==> config.mk <==
export PLATFORM = sky130hd
export DESIGN_NAME = irq_src_ctrl
export DESIGN_NICKNAME = d
export VERILOG_FILES = /design/src/rtl/isc_pkg.sv /design/src/rtl/isc_entry.sv /design/src/rtl/isc_pick.sv /design/src/rtl/isc_scan.sv /design/src/rtl/irq_src_ctrl.sv
export SDC_FILE = /design/constraint.sdc
export NUM_CORES = 1
export LEC_CHECK = 0
export ABC_AREA = 1
export BUFFER_PORTS_ARGS = -buffer_cell sky130_fd_sc_hd__buf_4
export CORE_UTILIZATION = 50
export CTS_CLUSTER_DIAMETER = 50
export DETAILED_ROUTE_END_ITERATION = 10
export PLACE_DENSITY = 0.67
export SLEW_MARGIN = 5
export SYNTH_ARGS = -nofsm -noshare
export SYNTH_HDL_FRONTEND = slang
export SYNTH_HIERARCHICAL = 1
export SYNTH_SLANG_ARGS = --single-unit
==> constraint.sdc <==
create_clock -name clk -period 2.3 [get_ports clk]
set_input_delay 0.23 -clock clk [delete_from_list [all_inputs] [get_ports clk]]
set_output_delay 0.23 -clock clk [all_outputs]
set_load 0.05 [all_outputs]
==> src/rtl/isc_pkg.sv <==
package isc_pkg;

   localparam int PRIO_W = 8;
   localparam logic [PRIO_W-1:0] PRIO_MASKED = 8'hFF;

   typedef enum logic [1:0] {
      OP_SET = 2'd0,
      OP_GET = 2'd1,
      OP_OFF = 2'd2,
      OP_ON  = 2'd3
   } cfg_op_e;

endpackage

==> src/rtl/isc_entry.sv <==
module isc_entry
   import isc_pkg::*;
#(
   parameter int SRV_W = 4
) (
   input  logic              clk,
   input  logic              rst_n,
   input  logic              is_level,
   input  logic              line,
   input  logic              fire,
   input  logic              rej_hit,
   input  logic              eoi_hit,
   input  logic              cfg_hit,
   input  cfg_op_e           cfg_op,
   input  logic [SRV_W-1:0]  cfg_srv,
   input  logic [PRIO_W-1:0] cfg_pri,
   input  logic              scan_hit,
   output logic [SRV_W-1:0]  srv,
   output logic [PRIO_W-1:0] pri,
   output logic              want
);

   typedef struct packed {
      logic [SRV_W-1:0]  srv;
      logic [PRIO_W-1:0] pri;
      logic [PRIO_W-1:0] sav;
      logic              asrt;
      logic              sent;
      logic              rjct;
      logic              mpend;
      logic              want;
      logic              lineq;
   } st_t;

   st_t cur, nxt;

   function automatic st_t level_rule(st_t s);
      st_t r;
      r = s;
      if (r.pri != PRIO_MASKED && r.asrt && !r.sent) begin
         r.sent = 1'b1;
         r.want = 1'b1;
      end
      return r;
   endfunction

   function automatic st_t after_store(st_t s, logic lvl);
      st_t r;
      r = s;
      if (lvl) begin
         r = level_rule(r);
      end else if (r.mpend && r.pri != PRIO_MASKED) begin
         r.mpend = 1'b0;
         r.want  = 1'b1;
      end
      return r;
   endfunction

   always_comb begin
      nxt = cur;
      // a taken delivery retires the request first
      if (fire) nxt.want = 1'b0;
      // line activity
      if (is_level) begin
         nxt.asrt = line;
         if (line != cur.lineq) nxt = level_rule(nxt);
      end else if (line) begin
         if (nxt.pri == PRIO_MASKED) nxt.mpend = 1'b1;
         else                        nxt.want  = 1'b1;
      end
      nxt.lineq = line;
      // presentation stage feedback
      if (rej_hit) begin
         nxt.rjct = 1'b1;
         nxt.sent = 1'b0;
      end
      if (eoi_hit && is_level) nxt.sent = 1'b0;
      // configuration
      if (cfg_hit) begin
         unique case (cfg_op)
            OP_SET: begin
               nxt.srv = cfg_srv;
               nxt.pri = cfg_pri;
               nxt.sav = cfg_pri;
            end
            OP_OFF: begin
               nxt.sav = nxt.pri;
               nxt.pri = PRIO_MASKED;
            end
            OP_ON:   nxt.pri = nxt.sav;
            default: ;
         endcase
         if (cfg_op != OP_GET) nxt = after_store(nxt, is_level);
      end
      // resend scan visit
      if (scan_hit) begin
         if (is_level) begin
            nxt = level_rule(nxt);
         end else if (nxt.rjct) begin
            nxt.rjct = 1'b0;
            if (nxt.pri != PRIO_MASKED) nxt.want = 1'b1;
         end
      end
   end

   always_ff @(posedge clk) begin
      if (!rst_n) begin
         cur.srv   <= '0;
         cur.pri   <= PRIO_MASKED;
         cur.sav   <= PRIO_MASKED;
         cur.asrt  <= 1'b0;
         cur.sent  <= 1'b0;
         cur.rjct  <= 1'b0;
         cur.mpend <= 1'b0;
         cur.want  <= 1'b0;
         cur.lineq <= 1'b0;
      end else begin
         cur <= nxt;
      end
   end

   assign srv  = cur.srv;
   assign pri  = cur.pri;
   assign want = cur.want;

endmodule

==> src/rtl/isc_pick.sv <==
module isc_pick #(
   parameter int N     = 8,
   parameter int IDX_W = 3
) (
   input  logic [N-1:0]     req,
   output logic             any,
   output logic [IDX_W-1:0] idx
);

   always_comb begin
      idx = '0;
      for (int i = N - 1; i >= 0; i--) begin
         if (req[i]) idx = IDX_W'(i);
      end
   end

   assign any = |req;

endmodule

==> src/rtl/isc_scan.sv <==
module isc_scan #(
   parameter int N     = 8,
   parameter int IDX_W = 3
) (
   input  logic             clk,
   input  logic             rst_n,
   input  logic             start,
   output logic             busy,
   output logic [IDX_W-1:0] idx
);

   localparam logic [IDX_W-1:0] LAST = IDX_W'(N - 1);

   always_ff @(posedge clk) begin
      if (!rst_n) begin
         busy <= 1'b0;
         idx  <= '0;
      end else if (busy) begin
         if (idx == LAST) begin
            busy <= 1'b0;
            idx  <= '0;
         end else begin
            idx <= idx + 1'b1;
         end
      end else if (start) begin
         busy <= 1'b1;
         idx  <= '0;
      end
   end

endmodule

==> src/rtl/irq_src_ctrl.sv <==
module irq_src_ctrl
   import isc_pkg::*;
#(
   parameter int NUM_SRC  = 8,
   parameter int SRC_BASE = 16,
   parameter int NUM_W    = 10,
   parameter int SRV_W    = 4
) (
   input  logic               clk,
   input  logic               rst_n,
   input  logic [NUM_SRC-1:0] src_line,
   input  logic [NUM_SRC-1:0] src_is_level,
   input  logic               cfg_valid,
   output logic               cfg_ready,
   input  logic [1:0]         cfg_op,
   input  logic [NUM_W-1:0]   cfg_num,
   input  logic [SRV_W-1:0]   cfg_server,
   input  logic [7:0]         cfg_prio,
   output logic               cfg_done,
   output logic               cfg_err,
   output logic [SRV_W-1:0]   rd_server,
   output logic [7:0]         rd_prio,
   input  logic               rej_valid,
   input  logic [NUM_W-1:0]   rej_num,
   input  logic               eoi_valid,
   input  logic [NUM_W-1:0]   eoi_num,
   input  logic               resend_req,
   output logic               dlv_valid,
   input  logic               dlv_ready,
   output logic [NUM_W-1:0]   dlv_num,
   output logic [SRV_W-1:0]   dlv_server,
   output logic [7:0]         dlv_prio
);

   localparam int IDX_W = (NUM_SRC > 1) ? $clog2(NUM_SRC) : 1;
   localparam logic [31:0] LO = 32'(SRC_BASE);
   localparam logic [31:0] HI = 32'(SRC_BASE + NUM_SRC);

   initial begin
      assert (NUM_SRC >= 2) else $error("NUM_SRC must be at least 2");
      assert (SRV_W >= 1) else $error("SRV_W must be positive");
      assert (SRC_BASE + NUM_SRC <= (1 << NUM_W))
         else $error("source numbers do not fit NUM_W");
   end

   function automatic logic in_range(logic [NUM_W-1:0] n);
      return (32'(n) >= LO) && (32'(n) < HI);
   endfunction

   function automatic logic [IDX_W-1:0] to_idx(logic [NUM_W-1:0] n);
      logic [31:0] d;
      d = 32'(n) - LO;
      return d[IDX_W-1:0];
   endfunction

   logic [SRV_W-1:0]  srv_arr [NUM_SRC];
   logic [PRIO_W-1:0] pri_arr [NUM_SRC];
   logic [NUM_SRC-1:0] want_vec;
   logic [NUM_SRC-1:0] fire_vec, rej_vec, eoi_vec, cfg_vec, scan_vec;

   logic             scan_busy;
   logic [IDX_W-1:0] scan_idx;
   logic             pick_any;
   logic [IDX_W-1:0] pick_idx;

   logic             cfg_acc, cfg_ok, rej_ok, eoi_ok;
   logic [IDX_W-1:0] cfg_idx, rej_idx, eoi_idx;
   cfg_op_e          op;

   logic             done_q, err_q, rdok_q;
   logic [IDX_W-1:0] rdidx_q;

   assign cfg_ready = !scan_busy;
   assign cfg_acc   = cfg_valid && cfg_ready;
   assign cfg_ok    = in_range(cfg_num);
   assign cfg_idx   = to_idx(cfg_num);
   assign rej_ok    = rej_valid && in_range(rej_num);
   assign rej_idx   = to_idx(rej_num);
   assign eoi_ok    = eoi_valid && in_range(eoi_num);
   assign eoi_idx   = to_idx(eoi_num);
   assign op        = cfg_op_e'(cfg_op);

   isc_scan #(.N(NUM_SRC), .IDX_W(IDX_W)) i_scan (
      .clk   (clk),
      .rst_n (rst_n),
      .start (resend_req),
      .busy  (scan_busy),
      .idx   (scan_idx)
   );

   isc_pick #(.N(NUM_SRC), .IDX_W(IDX_W)) i_pick (
      .req (want_vec),
      .any (pick_any),
      .idx (pick_idx)
   );

   for (genvar g = 0; g < NUM_SRC; g++) begin : g_src
      assign fire_vec[g] = pick_any && dlv_ready && (pick_idx == IDX_W'(g));
      assign rej_vec[g]  = rej_ok && (rej_idx == IDX_W'(g));
      assign eoi_vec[g]  = eoi_ok && (eoi_idx == IDX_W'(g));
      assign cfg_vec[g]  = cfg_acc && cfg_ok && (cfg_idx == IDX_W'(g));
      assign scan_vec[g] = scan_busy && (scan_idx == IDX_W'(g));

      isc_entry #(.SRV_W(SRV_W)) i_entry (
         .clk      (clk),
         .rst_n    (rst_n),
         .is_level (src_is_level[g]),
         .line     (src_line[g]),
         .fire     (fire_vec[g]),
         .rej_hit  (rej_vec[g]),
         .eoi_hit  (eoi_vec[g]),
         .cfg_hit  (cfg_vec[g]),
         .cfg_op   (op),
         .cfg_srv  (cfg_server),
         .cfg_pri  (cfg_prio),
         .scan_hit (scan_vec[g]),
         .srv      (srv_arr[g]),
         .pri      (pri_arr[g]),
         .want     (want_vec[g])
      );
   end

   assign dlv_valid  = pick_any;
   assign dlv_num    = NUM_W'(SRC_BASE) + NUM_W'(pick_idx);
   assign dlv_server = srv_arr[pick_idx];
   assign dlv_prio   = pri_arr[pick_idx];

   always_ff @(posedge clk) begin
      if (!rst_n) begin
         done_q  <= 1'b0;
         err_q   <= 1'b0;
         rdok_q  <= 1'b0;
         rdidx_q <= '0;
      end else begin
         done_q  <= cfg_acc;
         err_q   <= cfg_acc && !cfg_ok;
         rdok_q  <= cfg_acc && cfg_ok;
         rdidx_q <= cfg_idx;
      end
   end

   assign cfg_done  = done_q;
   assign cfg_err   = err_q;
   assign rd_server = rdok_q ? srv_arr[rdidx_q] : '0;
   assign rd_prio   = rdok_q ? pri_arr[rdidx_q] : '0;

endmodule

==> results.cfg <==
[detailed_routing]
wl_met1_um = 24000
via_count = 17396
drcViolationCount = 0
firstDrtPassIters = 6
wl_um = 55200
wl_met3_um = 4390
wire_per_inst_um = 16.8
route.met2.wl_um = 24400
dr.first_iter.drc_count = 1697
vias_per_cell = 5.29
highest_layer = met4
final_antenna_net_count = 0

[timing]
post-route-min-period_ps = 2680
hold_viol = 0
setup_tns_ps = -4070
final_max_slew_viol_count = 0
rsz0062_at_grt = yes
tightest_slew_ps = 719
layout_setup_ws_ps = -377
clock_skew_ps = 24.2
setup_viol = 13
fmaxAchievable_ghz = 0.374
relSlewSlack_pct = 52.0
fin_crit_sh_pct = 116

[synth]
seq_area_frac_synth_pct = 27.3
syn_inst = 2743
synth_warnings = 6
synth_area_sq_um = 16000
ys_ff_latch = 218
avgSynthCellArea_sq_um = 5.83
synth_cell_types = 35

[critical_path]
worstSetupPathType = flop to output pin
worst_setup_path_end_kind = output pin
critPathMaxFanout = 7
critPathRequiredTime_ps = 2070
cp_slowest_stage_delay_ps = 380
cp_common_cell = nand2_2
worstPathArrival_ps = 2450
start_kind = flop
crit_chain = nand2_2 -> nand2_2 -> nand2_2 -> nand2_2 -> nand2_2 -> a21oi_4 -> buf_6 -> clkinvlp_4 -> buf_6 -> nand2_8 -> nor2_1 -> nor2_1 -> nand2_1 -> nand2_1 -> nand2_2 -> buf_8
cpMaxStageDelayCell = dfxtp_4

[clock_network]
cts_buffers = 35
clock_sinks = 218
clock_latency_ps = 520
clk_pin_slew_ps = 60
clock_path_buffers = 3
cts_root_buf = clkbuf_16
cts_tree = yes
cts_max_level = 2

[power]
p_per_area_nw_per_um2 = 630
ir_drop_v = 0.000534
p_leak_nw = 10.8
power_w = 0.0120

[floorplan]
die_height_um = 181
num_rows = 65
die_x_um = 181
io_pins = 105
die_area_sq_um = 32700
start_util_pct = 50.7
core-area_sq_um = 31600

[global_route]
grt_util_all_layers_pct = 33.7
grt_pass1_vias = 16245
grt_remaining_overflow = 0
grt_max_degree = 83
grt_antenna_before_repair = 0
grt_first_pass_wirelength_um = 87300

[hold_path]
worstHoldPathType = input pin to flop

[finish]
nets = 2931
final_cell_area_sq_um = 19000
fin_util_pct = 60.3
syn_to_final_growth_pct = 18.9
final-instance-count-excl-fill = 3289
fillers = 3008
diodes = 0
drive_gt1_share_pct = 18.1

[placement]
gp_congestion = 0.998
place_area_sq_um = 17000
place.port_buffers = 97
dpl.hpwl_um = 39800
dp.cells = 3185

[run]
drv_cap = 0

[outcome]
outcome = finished with violations
violations = setup timing
stage by stage:
step                      hold slack (ps)  worst slack, ps
after floorplan                       323             19.9
after global placement                440             -179
after detailed placement              446             -274
after CTS                            29.9             -330
after global routing                 46.2             -465
final                                52.0             -377
layout by cell type (no fill, tap or decap), types with 5 or more instances in the layout:
| cell type | instances |
|---|---|
| a211oi_1 | 8 |
| a21oi_1 | 84 |
| a21oi_2 | 22 |
| a32oi_1 | 8 |
| buf_12 | 11 |
| buf_4 | 197 |
| buf_6 | 18 |
| buf_8 | 6 |
| clkbuf_1 | 6 |
| clkbuf_16 | 35 |
| clkinv_1 | 16 |
| clkinv_2 | 5 |
| clkinvlp_4 | 6 |
| conb_1 | 7 |
| dfxtp_1 | 212 |
| dlygate4sd3_1 | 18 |
| inv_1 | 459 |
| inv_2 | 22 |
| inv_6 | 6 |
| nand2_1 | 747 |
| nand2_2 | 54 |
| nand3_1 | 144 |
| nand3_2 | 57 |
| nand4_1 | 41 |
| nor2_1 | 384 |
| nor2_2 | 40 |
| nor2_4 | 6 |
| nor3_1 | 25 |
| o211ai_1 | 48 |
| o21a_1 | 8 |
| o21ai_0 | 113 |
| o21ai_1 | 16 |
| o221ai_1 | 16 |
path summary, 6_finish.rpt:
kind | from | endpoint | slack, ps | cells after the start
setup / recovery | g_src[7].i_entry/want | dlv_prio[7] | -380 | 16
hold / removal | src_is_level[5] | g_src[5].i_entry/want | 50 | 4
setup reg to reg | g_src[7].i_entry/want | g_src[0].i_entry/want | -30 | 14
hold reg to reg | g_src[1].i_entry/cur[5] | g_src[1].i_entry/cur[5] | 480 | 2
cells by family (layout without fill, tap and decap cells):
kind of cell,after synthesis,count (layout),synth area share [%]
other,2,7,0.0469
buffers and inverters,684,820,19.8
and+or+nand+nor,1510,1513,40.8
AOI/OAI and AO/OA,327,327,12.0
DFF,218,218,27.3
adders and majority gates,2,2,0.156
power by group:
| part | internal, W | switching (W) |
|---|---|---|
| Combinational | 0.000967 | 0.00181 |
| Clock | 0.00336 | 0.00196 |
| Sequential | 0.00384 | 0.0000502 |
area by class of cell:
class | instances | area, sq um | share of cell area, %
flip-flops and latches | 218 | 4380 | 23.0
clock inverters | 18 | 220 | 1.16
well taps | 402 | 503 | 2.64
inverters | 504 | 1920 | 10.1
clock buffers | 44 | 940 | 4.94
repair buffers | 252 | 2230 | 11.7
repair inverters | 2 | 10.0 | 0.0526
multi-input cells | 1849 | 8830 | 46.4
layer usage:
metal,global-route usage [%],up-vias
li1,-,8635
met1,44.8,7863
met2,53.8,769
met3,5.06,129
met4,14.8,0
met5,0,-
worst max-delay path, delay by kind of cell, from the launching register on:
family                 cells  cell delay (ps)
DFF                        1              380
AOI/OAI and AO/OA          1              200
and+or+nand+nor           11              790
buffers and inverters      4              550
cell usage after synthesis, drive strengths merged:
library cell  count  area, sq um
a211oi            8         60.1
a21oi           108          571
a31oi             1         6.26
a32oi             8         70.1
buf             150         1160
clkbuf           30          113
clkinv           16         60.1
conb              2         7.51
dfxtp           218         4360
ha                2         25.0
inv             488         1830
nand2           804         3110
nand3           202         1290
nand3b            1         7.51
nand4            41          257
nor2            430         1680
nor3             28          145
nor3b             2         15.0
o211ai           48          360
o21a              8         60.1
o21ai           130          651
o221ai           16          140
or2               2         12.5
repair_timing:
action | CTS | global route
setup buffers | 13 | 4
cloned | 5 | 2
setup endpoints to repair | 25 | 80
endpoints found under the hold margin | 19 | 0
pin swaps | 13 | 20
hold buffers | 18 | 0
gates resized for setup | 73 | 60
flip-flops by register name, indices dropped and copies added (netlist names):
register and cells:
g_src.i_entry/cur 104, g_src.i_entry/pri 64, g_src.i_entry/srv 32, g_src.i_entry/want 8, i_scan/idx 3, rdidx_q 3, cfg_done 1, cfg_err 1
i_scan/busy 1, rdok_q 1
(Power assumes the default switching activity.)
